$ cat config.mk
export PLATFORM = sky130hd
export DESIGN_NAME = pwm_multi
export DESIGN_NICKNAME = d
export VERILOG_FILES = /design/src/rtl/pwm_multi_pkg.sv /design/src/rtl/pwm_multi_regs.sv /design/src/rtl/pwm_multi_chan.sv /design/src/rtl/pwm_multi.sv
export SDC_FILE = /design/constraint.sdc
export NUM_CORES = 1
export LEC_CHECK = 0
export BUFFER_PORTS_ARGS = -buffer_cell sky130_fd_sc_hd__buf_2
export CORE_MARGIN = 5
export CORE_UTILIZATION = 40
export CTS_CLUSTER_DIAMETER = 100
export DETAILED_ROUTE_END_ITERATION = 16
export GPL_TIMING_DRIVEN = 0
export PLACE_DENSITY_LB_ADDON = 0.08
export SLEW_MARGIN = 25
export SYNTH_ARGS = -nofsm -noshare
export SYNTH_HDL_FRONTEND = slang
export SYNTH_HIERARCHICAL = 1
export SYNTH_SLANG_ARGS = --single-unit
export TNS_END_PERCENT = 5
$ cat constraint.sdc
create_clock -name clk -period 2.3 [get_ports clk]
set_input_delay 0 -clock clk [delete_from_list [all_inputs] [get_ports clk]]
set_output_delay 0 -clock clk [all_outputs]
set_load 0.03 [all_outputs]
$ cat src/rtl/pwm_multi_pkg.sv
package pwm_multi_pkg;

    localparam int unsigned CTRL_W    = 5;
    localparam int unsigned BIND_BIT  = 4;
    localparam int unsigned INV_BIT   = 3;

    localparam int unsigned ADDR_GLOBAL = 0;
    localparam int unsigned ADDR_CRANGE = 1;
    localparam int unsigned ADDR_CDUTY  = 2;
    localparam int unsigned CH_BASE     = 4;
    localparam int unsigned CH_STRIDE   = 4;

    localparam int unsigned F_CTRL  = 0;
    localparam int unsigned F_RANGE = 1;
    localparam int unsigned F_PHASE = 2;
    localparam int unsigned F_DUTY  = 3;

    localparam logic [2:0] MODE_OFF    = 3'd0;
    localparam logic [2:0] MODE_TRAIL  = 3'd1;
    localparam logic [2:0] MODE_CENTER = 3'd2;

    typedef enum logic [1:0] {
        ST_OFF  = 2'd0,
        ST_UP   = 2'd1,
        ST_DOWN = 2'd2
    } chan_state_e;

endpackage

$ cat src/rtl/pwm_multi_regs.sv
module pwm_multi_regs
    import pwm_multi_pkg::*;
#(
    parameter int unsigned NCH = 4,
    parameter int unsigned CW  = 16,
    parameter int unsigned AW  = 5,
    parameter int unsigned DW  = 32
) (
    input  logic                           clk,
    input  logic                           rst_n,
    input  logic                           wr_en,
    input  logic [AW-1:0]                  addr,
    input  logic [DW-1:0]                  wdata,
    output logic [DW-1:0]                  rdata,
    output logic [NCH-1:0]                 en_q,
    output logic [NCH-1:0]                 rise_q,
    output logic                           commit_q,
    output logic [NCH-1:0][CTRL_W-1:0]     sh_ctrl,
    output logic [NCH-1:0][CW-1:0]         sh_range,
    output logic [NCH-1:0][CW-1:0]         sh_phase,
    output logic [NCH-1:0][CW-1:0]         sh_duty,
    output logic [CW-1:0]                  cm_range,
    output logic [CW-1:0]                  cm_duty
);

    localparam int unsigned UPD_BIT = DW - 1;

    logic             glob_wr;
    logic [NCH-1:0]   en_nxt;

    assign glob_wr = wr_en && (addr == AW'(ADDR_GLOBAL));
    assign en_nxt  = glob_wr ? wdata[NCH-1:0] : en_q;

    always_ff @(posedge clk or negedge rst_n) begin
        if (!rst_n) begin
            en_q     <= '0;
            rise_q   <= '0;
            commit_q <= 1'b0;
        end else begin
            en_q     <= en_nxt;
            rise_q   <= en_nxt & ~en_q;
            commit_q <= glob_wr && wdata[UPD_BIT];
        end
    end

    always_ff @(posedge clk or negedge rst_n) begin
        if (!rst_n) begin
            cm_range <= '0;
            cm_duty  <= '0;
            sh_ctrl  <= '0;
            sh_range <= '0;
            sh_phase <= '0;
            sh_duty  <= '0;
        end else if (wr_en) begin
            if (addr == AW'(ADDR_CRANGE)) cm_range <= wdata[CW-1:0];
            if (addr == AW'(ADDR_CDUTY))  cm_duty  <= wdata[CW-1:0];
            for (int i = 0; i < NCH; i++) begin
                if (addr == AW'(CH_BASE + CH_STRIDE*i + F_CTRL))
                    sh_ctrl[i]  <= wdata[CTRL_W-1:0];
                if (addr == AW'(CH_BASE + CH_STRIDE*i + F_RANGE))
                    sh_range[i] <= wdata[CW-1:0];
                if (addr == AW'(CH_BASE + CH_STRIDE*i + F_PHASE))
                    sh_phase[i] <= wdata[CW-1:0];
                if (addr == AW'(CH_BASE + CH_STRIDE*i + F_DUTY))
                    sh_duty[i]  <= wdata[CW-1:0];
            end
        end
    end

    always_comb begin
        rdata = '0;
        if (addr == AW'(ADDR_GLOBAL)) rdata[NCH-1:0] = en_q;
        if (addr == AW'(ADDR_CRANGE)) rdata[CW-1:0]  = cm_range;
        if (addr == AW'(ADDR_CDUTY))  rdata[CW-1:0]  = cm_duty;
        for (int i = 0; i < NCH; i++) begin
            if (addr == AW'(CH_BASE + CH_STRIDE*i + F_CTRL))
                rdata[CTRL_W-1:0] = sh_ctrl[i];
            if (addr == AW'(CH_BASE + CH_STRIDE*i + F_RANGE))
                rdata[CW-1:0] = sh_range[i];
            if (addr == AW'(CH_BASE + CH_STRIDE*i + F_PHASE))
                rdata[CW-1:0] = sh_phase[i];
            if (addr == AW'(CH_BASE + CH_STRIDE*i + F_DUTY))
                rdata[CW-1:0] = sh_duty[i];
        end
    end


    commit_src_chk: assert property (@(posedge clk) disable iff (!rst_n)
        commit_q |-> ($past(wr_en) && ($past(addr) == AW'(ADDR_GLOBAL)) && $past(wdata[UPD_BIT])));

endmodule

$ cat src/rtl/pwm_multi_chan.sv
module pwm_multi_chan
    import pwm_multi_pkg::*;
#(
    parameter int unsigned CW = 16
) (
    input  logic              clk,
    input  logic              rst_n,
    input  logic              en,
    input  logic              rise,
    input  logic              commit,
    input  logic [CTRL_W-1:0] sh_ctrl,
    input  logic [CW-1:0]     sh_range,
    input  logic [CW-1:0]     sh_phase,
    input  logic [CW-1:0]     sh_duty,
    input  logic [CW-1:0]     cm_range,
    input  logic [CW-1:0]     cm_duty,
    output logic              pwm_o
);

    chan_state_e state, state_nxt;
    logic [CW-1:0] cnt, cnt_nxt;
    logic [2:0]    act_mode;
    logic          act_inv;
    logic [CW-1:0] act_range, act_duty, act_phase;
    logic [CW-1:0] load_val;
    logic          do_load;
    logic          raw;

    // Committed configuration
    always_ff @(posedge clk or negedge rst_n) begin
        if (!rst_n) begin
            act_mode  <= MODE_OFF;
            act_inv   <= 1'b0;
            act_range <= '0;
            act_duty  <= '0;
            act_phase <= '0;
        end else if (commit) begin
            act_mode  <= sh_ctrl[2:0];
            act_inv   <= sh_ctrl[INV_BIT];
            act_range <= sh_ctrl[BIND_BIT] ? cm_range : sh_range;
            act_duty  <= sh_ctrl[BIND_BIT] ? cm_duty  : sh_duty;
            act_phase <= sh_phase;
        end
    end

    assign load_val = commit ? sh_phase : act_phase;
    assign do_load  = commit || rise || (state == ST_OFF);

    // State register
    always_ff @(posedge clk or negedge rst_n) begin
        if (!rst_n) begin
            state <= ST_OFF;
            cnt   <= '0;
        end else begin
            state <= state_nxt;
            cnt   <= cnt_nxt;
        end
    end

    // Next state
    always_comb begin
        state_nxt = state;
        cnt_nxt   = cnt;
        if (!en) begin
            state_nxt = ST_OFF;
            cnt_nxt   = '0;
        end else if (do_load) begin
            state_nxt = ST_UP;
            cnt_nxt   = load_val;
        end else begin
            unique case (state)
                ST_UP: begin
                    if (cnt >= act_range) begin
                        if (act_mode == MODE_CENTER && act_range != '0) begin
                            state_nxt = ST_DOWN;
                            cnt_nxt   = act_range - 1'b1;
                        end else begin
                            state_nxt = ST_UP;
                            cnt_nxt   = '0;
                        end
                    end else begin
                        cnt_nxt = cnt + 1'b1;
                    end
                end
                ST_DOWN: begin
                    if (cnt == '0) begin
                        state_nxt = ST_UP;
                        cnt_nxt   = (act_range != '0) ? CW'(1) : '0;
                    end else begin
                        cnt_nxt = cnt - 1'b1;
                    end
                end
                default: begin
                    state_nxt = ST_OFF;
                    cnt_nxt   = '0;
                end
            endcase
        end
    end

    // Outputs
    always_comb begin
        raw = ((act_mode == MODE_TRAIL) || (act_mode == MODE_CENTER)) && (cnt < act_duty);
        unique case (state)
            ST_UP, ST_DOWN: pwm_o = raw ^ act_inv;
            default:        pwm_o = act_inv;
        endcase
    end


    act_hold_chk: assert property (@(posedge clk) disable iff (!rst_n)
        !commit |=> ($stable(act_range) && $stable(act_duty) && $stable(act_mode)
                     && $stable(act_inv) && $stable(act_phase)));


    reload_chk: assert property (@(posedge clk) disable iff (!rst_n)
        (en && commit) |=> (cnt == $past(sh_phase) && state == ST_UP));


    step_chk: assert property (@(posedge clk) disable iff (!rst_n)
        (en && !do_load && state == ST_UP && cnt < act_range) |=> (cnt == $past(cnt) + CW'(1)));


    down_mode_chk: assert property (@(posedge clk) disable iff (!rst_n)
        (state == ST_DOWN) |-> (act_mode == MODE_CENTER));


    off_chk: assert property (@(posedge clk) disable iff (!rst_n)
        !en |=> (state == ST_OFF));

endmodule

$ cat src/rtl/pwm_multi.sv
module pwm_multi
    import pwm_multi_pkg::*;
#(
    parameter int unsigned NCH = 4,
    parameter int unsigned CW  = 16,
    parameter int unsigned AW  = 5,
    parameter int unsigned DW  = 32
) (
    input  logic           clk,
    input  logic           rst_n,
    input  logic           wr_en,
    input  logic [AW-1:0]  addr,
    input  logic [DW-1:0]  wdata,
    output logic [DW-1:0]  rdata,
    output logic [NCH-1:0] pwm_out
);

    logic [NCH-1:0]             en_q, rise_q;
    logic                       commit_q;
    logic [NCH-1:0][CTRL_W-1:0] sh_ctrl;
    logic [NCH-1:0][CW-1:0]     sh_range, sh_phase, sh_duty;
    logic [CW-1:0]              cm_range, cm_duty;

    pwm_multi_regs #(.NCH(NCH), .CW(CW), .AW(AW), .DW(DW)) u_regs (
        .clk      (clk),
        .rst_n    (rst_n),
        .wr_en    (wr_en),
        .addr     (addr),
        .wdata    (wdata),
        .rdata    (rdata),
        .en_q     (en_q),
        .rise_q   (rise_q),
        .commit_q (commit_q),
        .sh_ctrl  (sh_ctrl),
        .sh_range (sh_range),
        .sh_phase (sh_phase),
        .sh_duty  (sh_duty),
        .cm_range (cm_range),
        .cm_duty  (cm_duty)
    );

    for (genvar g = 0; g < NCH; g++) begin : g_chan
        pwm_multi_chan #(.CW(CW)) u_chan (
            .clk      (clk),
            .rst_n    (rst_n),
            .en       (en_q[g]),
            .rise     (rise_q[g]),
            .commit   (commit_q),
            .sh_ctrl  (sh_ctrl[g]),
            .sh_range (sh_range[g]),
            .sh_phase (sh_phase[g]),
            .sh_duty  (sh_duty[g]),
            .cm_range (cm_range),
            .cm_duty  (cm_duty),
            .pwm_o    (pwm_out[g])
        );
    end

endmodule

==> results of run 1 <==
-- worst min-delay path, cell delays in order --
cell and delay [ns]:
dlygate4sd3_1 0.56, buf_8 0.19, buf_12 0.21
-- per-layer routing --
| layer | global-route usage | vias up | part of all wire |
|---|---|---|---|
| li1 | - | 12204 | - |
| met2 | 0.464 | 1148 | 0.43 |
| met3 | 0.106 | 244 | 0.10 |
| met4 | 0.0846 | 22 | 0.031 |
| met5 | 0 | - | 0.0021 |
| met1 | 0.435 | 14186 | 0.43 |
-- stage by stage --
step | setup TNS [ns] | cells
2_1_floorplan | -2.33 | 3272
4_1_cts | -16.57 | 4549
6_report | -16.71 | 4600
5_1_grt | -25.18 | 4594
3_5_place_dp | -206.75 | 4377
3_3_place_gp | -5616.02 | 4370
-- how the worst min path moves through the flow --
stage	slack, ns	to	cells past startpoint
2_1_floorplan	-0.30	g_chan[0].u_chan/act_duty[0]	0
3_5_place_dp	-0.01	g_chan[3].u_chan/cnt[0]	1
4_1_cts	-0.08	g_chan[3].u_chan/cnt[1]	2
3_3_place_gp	0.22	u_regs/commit_q	3
6_report	0.008	g_chan[3].u_chan/cnt[11]	3
5_1_grt	0.03	g_chan[3].u_chan/cnt[11]	3
-- power breakdown --
part	total (mW)	leakage (nW)	internal [mW]	switching (mW)
sequential	13.3	6.87	11.0	2.30
combinational	11.6	9.09	4.82	6.82
clock	11.2	1.14	6.90	4.33
total	36.1	17.1	22.7	13.5
-- cells by family after synthesis --
family                     after synthesis
and+or+nand+nor                        830
AOI/OAI and AO/OA                      693
DFF                                    533
muxes                                  497
buffers and inverters                  394
xor gates and xnor gates               157
adders and majority gates              152
other                                    1
-- timing repair --
action | 4_1_cts | 5_1_grt
resized for setup | 326 | 95
hold endpoints to repair | 287 | 4
endpoints found under the setup margin | 260 | 207
hold buffers | 14 | 4
cloned | 3 | 1
setup buffers | 43 | 40
pin swaps | 61 | 26
-- placed cells by master (no fill, tap or decap), types with 19 or more instances in the layout --
| cell | netlist | layout |
|---|---|---|
| nand3_1 | 117 | 111 |
| nand4_1 | 39 | 39 |
| and3_1 | 24 | 24 |
| mux2i_1 | 161 | 158 |
| nor3_1 | 67 | 53 |
| nor2_1 | 254 | 248 |
| clkbuf_2 | 1 | 29 |
| or3_1 | 26 | 25 |
| dfrtp_2 | 0 | 65 |
| buf_6 | 5 | 29 |
| inv_1 | 168 | 157 |
| clkbuf_16 | 0 | 71 |
| nor4_1 | 30 | 23 |
| mux2_2 | 323 | 322 |
| buf_2 | 41 | 60 |
| nor2b_1 | 26 | 21 |
| a21oi_1 | 283 | 263 |
| a32oi_1 | 26 | 20 |
| buf_4 | 20 | 111 |
| xor2_1 | 48 | 47 |
| nand2b_1 | 26 | 23 |
| xnor2_1 | 109 | 109 |
| o21a_1 | 19 | 19 |
| clkbuf_1 | 124 | 94 |
| a31oi_1 | 45 | 42 |
| ha_1 | 152 | 129 |
| dfrtp_1 | 533 | 465 |
| a21o_1 | 22 | 22 |
| ha_4 | 0 | 21 |
| nand2_1 | 120 | 115 |
| o21ai_0 | 140 | 127 |
-- cell type report --
| cell class | instances | area [sq um] | area share |
|---|---|---|---|
| multi-input combinational | 2345 | 18700 | 0.480 |
| sequential | 533 | 13400 | 0.345 |
| clock buffer | 90 | 1940 | 0.0498 |
| tap | 1060 | 1330 | 0.0341 |
| timing repair buffer | 150 | 1320 | 0.0339 |
| buffer | 220 | 1190 | 0.0307 |
| inverter | 169 | 637 | 0.0164 |
| clock inverter | 26 | 374 | 0.00962 |
| antenna | 7 | 17.5 | 0.000450 |
-- registers in the layout (all words and copies together), names as in the netlist, 8 cells and up --
| register | count |
|---|---|
| g_chan.u_chan/cnt | 64 |
| g_chan.u_chan/state | 8 |
| g_chan.u_chan/act_duty | 64 |
| u_regs/sh_range | 64 |
| g_chan.u_chan/act_phase | 64 |
| u_regs/sh_ctrl | 20 |
| u_regs/sh_duty | 64 |
| u_regs/cm_range | 16 |
| u_regs/cm_duty | 16 |
| u_regs/sh_phase | 64 |
| g_chan.u_chan/act_mode | 12 |
| g_chan.u_chan/act_range | 64 |
==> impl_metrics.csv, run 1 <==
group,metric,value,unit
outcome,outcome,"finished, violations left",
outcome,violations,"setup timing",
worst_setup_path,required,2.30,ns
grt,track_usage,0.311,
worst_setup_path,critPathSlowestCell,"dfrtp_4",
routing,drc_errors,0,
worst_setup_path,reg2reg_slack,-0.37,ns
synth,synth.avg_cell_area,9.92,sq um
sta,setup_viol,90,
sta,max_freq,0.371,GHz
placement,portBuffers,38,
synth,synthCells,3257,
synth,yosysTopAreaCellShare,0.413,
sta,whs,0.00842,ns
floorplanning,std_cell_rows,104,
routing,drt_iter0_drc,2226,
synth,ys_async_sr_fraction,1.00,
worst_setup_path,cp-endpoint,"rdata[3]",
synth,syn-cell-area,32300,sq um
placement,gp_congestion,1.04,
worst_setup_path,cp_top_family,"compound AO/OA/AOI/OAI gates",
synth,ys_top_cells_by_area,"dfrtp_1, mux2_2, ha_1, mux2i_1, a21oi_1",
placement,hpwl,103,mm
worst_setup_path,cp_cell_sequence,"mux2i_4 > o21ai_0 > a311oi_2 > o32ai_1 > buf_4",
sta,skew,0.0311,ns
worst_setup_path,r2r.worst_path.cells,8,
floorplanning,dieArea,86600,sq um
sta,slew_violations,0,
clock_tree,cts_tree,"yes",
placement,placed_area,34200,sq um
synth,yosysTopAreaCell,"dfrtp_1",
floorplanning,dieHeight,294,um
clock_tree,cts-buffers-inserted,67,
synth,yosysSeqAreaShare,0.413,
grt,grt_pass1_wl,197,mm
routing,wirelength,139,mm
sta,rsz0062_at_grt,"yes",
floorplanning,initial_utilization,0.403,
synth,synth_edf_count,0,
worst_setup_path,critPathLaunch,"u_regs/cm_duty[3]",
sta,post-route-period-util,1.17,
floorplanning,coreArea,80300,sq um
worst_setup_path,worst-path-max-fanout,6,
synth,yosys.area_share.adder,0.0588,
layout,final_layout_size_suffix_gt1_frac,0.279,
sta,hold_viol_final,0,
synth,synth_xor_area_frac,0.0425,
synth,synth_seq_cells,533,
clock_tree,clkTransAtPathRegs,0.07,ns
synth,synth_cell_types,98,
clock_tree,clock_latency,0.62,ns
synth,synth_compound_area_frac,0.133,
grt,grt_max_degree,96,
sta,tightest_slew,1.17,ns
power_and_ir_drop,p_total,36.1,mW
placement,pre_cts_slack,-1.10,ns
synth,synth_most_common_cell,"dfrtp_1",
routing,vias,27804,
synth,yosysWarnings,6,
worst_setup_path,cp_num_cells,5,
synth,synthFlopType,"dfrtp_1",
layout,nNetsFinal,3678,
synth,synthSimpleGateAreaFrac,0.133,
power_and_ir_drop,power.leakage,17.1,nW
worst_setup_path,critical_path_class,"reg2out",
synth,yosys-top-cells-count,"dfrtp_1, mux2_2, a21oi_1",
grt,antenna_found_initial,22,
sta,slew_headroom,0.222,
sta,finalCriticalPeriod,2.70,ns
worst_setup_path,r2r-end,"g_chan[0].u_chan/cnt[6]",
worst_setup_path,path_buf_inv,1,
sta,setup_slack,-0.397,ns
hold_path,hp-class,"in2async",
run,maxCapViolCount,0,
worst_setup_path,start_kind,"flop",
layout,nFillCells,7611,
routing,routedWlPerCell,30.2,um
floorplanning,dieWidth,294,um
worst_setup_path,cp-end-kind,"output port",
clock_tree,ctsRootBufferMaster,"clkbuf_16",
worst_setup_path,cp_slowest_stage_delay,0.61,ns
layout,fin_area,38900,sq um
clock_tree,clockBufferDepth,3,
grt,grt_pass1_vias,28006,
power_and_ir_drop,ir_drop,0.000526,V
routing,firstDrtPassIters,6,
power_and_ir_drop,p_per_area,929,nW/um^2
routing,postRouteAntennaNets,0,
routing,via_per_inst,6.04,
synth,synth_top_family_by_area,"multiplexers",
grt,grt_overflow_total,0,
layout,final_core_util,0.484,
layout,areaGrowthSynthToFinish,20.4,%
clock_tree,h-tree-depth,3,
worst_setup_path,r2r_start,"g_chan[0].u_chan/cnt[15]",
worst_setup_path,worst_ep_arrival_time,2.70,ns
synth,synth_mux_area_frac,0.169,
clock_tree,cts_sinks,533,
floorplanning,top_level_ports,76,
Note: power is estimated with default switching activity, not from simulation.
==> run 2: changes to the inputs <==
- CORE_ASPECT_RATIO: default -> 0.7
- RECOVER_POWER: default -> 100
- clock period: 2.3 -> 2.39 ns (I/O delays scaled with it)
==> run 2 against run 1 <==
Compared with the run above: wire length increased by 3.9%; utilization is essentially flat; the flow still finishes with violations (setup timing); global-route usage up 1.7 points; count of clock-buffer cells in the layout decreased by 15; clock power down 13%; power decreased by 5.3%; worst hold slack improved by 0.016 ns.
==> impl_metrics.csv, run 2 (synthesis results as in run 1) <==
group,metric,value,unit
outcome,outcome,"finished, violations left",
outcome,violations,"setup timing",
floorplanning,initial_utilization,0.402,
sta,slew_violations,0,
routing,postRouteAntennaNets,0,
hold_path,hp-class,"in2reg",
grt,grt_pass1_vias,27854,
clock_tree,h-tree-depth,2,
grt,antenna_found_initial,24,
clock_tree,clockBufferDepth,3,
clock_tree,clock_latency,0.65,ns
clock_tree,cts-buffers-inserted,58,
sta,tightest_slew,1.46,ns
placement,gp_congestion,1.07,
clock_tree,ctsRootBufferMaster,"clkbuf_16",
routing,routedWlPerCell,31.4,um
sta,skew,0.0332,ns
clock_tree,clkTransAtPathRegs,0.06,ns
worst_setup_path,critical_path_class,"in2out",
layout,final_core_util,0.484,
floorplanning,top_level_ports,76,
grt,grt_pass1_wl,204,mm
sta,rsz0062_at_grt,"yes",
worst_setup_path,required,2.39,ns
grt,grt_overflow_total,0,
floorplanning,coreArea,80300,sq um
placement,placed_area,34300,sq um
grt,track_usage,0.328,
sta,finalCriticalPeriod,3.06,ns
placement,hpwl,109,mm
power_and_ir_drop,ir_drop,0.000611,V
power_and_ir_drop,p_per_area,880,nW/um^2
layout,areaGrowthSynthToFinish,20.4,%
clock_tree,cts_tree,"yes",
routing,vias,28433,
sta,slew_headroom,0.0253,
sta,setup_slack,-0.672,ns
floorplanning,std_cell_rows,87,
layout,nFillCells,7571,
power_and_ir_drop,power.leakage,17.1,nW
routing,drc_errors,0,
routing,firstDrtPassIters,7,
floorplanning,dieArea,86700,sq um
routing,drt_iter0_drc,3308,
floorplanning,dieHeight,248,um
routing,via_per_inst,6.17,
worst_setup_path,start_kind,"input port",
grt,grt_max_degree,91,
floorplanning,dieWidth,350,um
sta,setup_viol,161,
worst_setup_path,worst-path-max-fanout,10,
sta,max_freq,0.327,GHz
layout,final_cell_mix,"dfrtp_1, mux2_2, a21oi_1, nor2_1, mux2i_1",
placement,portBuffers,38,
worst_setup_path,cp-end-kind,"output port",
run,maxCapViolCount,0,
routing,wirelength,145,mm
layout,final_layout_size_suffix_gt1_frac,0.267,
sta,post-route-period-util,1.28,
layout,fin_area,38900,sq um
sta,hold_viol_final,0,
placement,pre_cts_slack,-1.35,ns
layout,final_common_cell,"dfrtp_1",
layout,nNetsFinal,3682,
worst_setup_path,worst_ep_arrival_time,3.06,ns
clock_tree,cts_sinks,533,
## run 2: cell type report
class                   instances  area (sq um)  share of cell area
repair buffers                164          1350              0.0346
well taps                    1068          1340              0.0343
flip-flops and latches        533         13400               0.345
clock buffers                  75          1590              0.0408
multi-input cells            2345         19000               0.487
clock inverters                27           417              0.0107
inverters                     169           639              0.0164
diodes                          5          12.5            0.000322
plain buffers                 219          1170              0.0302
## run 2: critical path, stage by stage
cell and delay (ns):
clkbuf_1 0.13, buf_2 0.23, buf_4 0.24, nor2b_1 1.00
a32oi_2 0.29, a211oi_2 0.32, o21ai_2 0.17, o211ai_1 0.36
buf_4 0.28
## run 2: report_power, final
part / internal [mW] / total (mW) / switching [mW]
Sequential: 10.6 / 12.8 / 2.24
Combinational: 4.78 / 11.7 / 6.90
Clock: 5.75 / 9.75 / 4.00
Total: 21.1 / 34.2 / 13.1
## run 2: path summary, 6_finish.rpt
path	slack, ns	cells after the start	endpoint	from
max in group asynchronous	0.05	6	g_chan[3].u_chan/cnt[0]	rst_n
min in group asynchronous	0.56	4	g_chan[1].u_chan/cnt[12]	rst_n
max reg2reg	-0.37	9	g_chan[0].u_chan/cnt[10]	g_chan[0].u_chan/cnt[15]
min reg2reg	0.49	1	g_chan[2].u_chan/act_phase[14]	g_chan[2].u_chan/act_phase[14]
min	0.02	2	u_regs/rise_q[1]	wdata[1]
max	-0.67	9	rdata[10]	addr[1]
## run 2: stage by stage
step                total power [mW]  std cells  setup TNS [ns]  hold WS [ns]
floorplan                       18.5       3272          -0.632        -0.296
global placement                22.4       4378        -5631.28         0.214
detailed placement              22.6       4390         -172.49       -0.0378
CTS                             33.8       4595           -7.57       0.00259
global route                    35.7       4600          -90.99      0.000857
finish                          34.2       4605          -31.99        0.0247
## run 2: repair_timing
item	CTS	global route
cloned	5	0
hold endpoints to repair	223	0
setup buffers	88	5
pin swaps	90	27
hold buffers	16	0
setup endpoints to repair	251	195
resized for setup	403	87
## run 2: metal layers
metal | GRT usage | routed length (um) | up-vias
met3 | 0.107 | 16800 | 167
met4 | 0.0572 | 2500 | 4
met5 | 0 | 26 | -
met1 | 0.511 | 69400 | 14745
met2 | 0.442 | 55900 | 1310
li1 | - | - | 12207
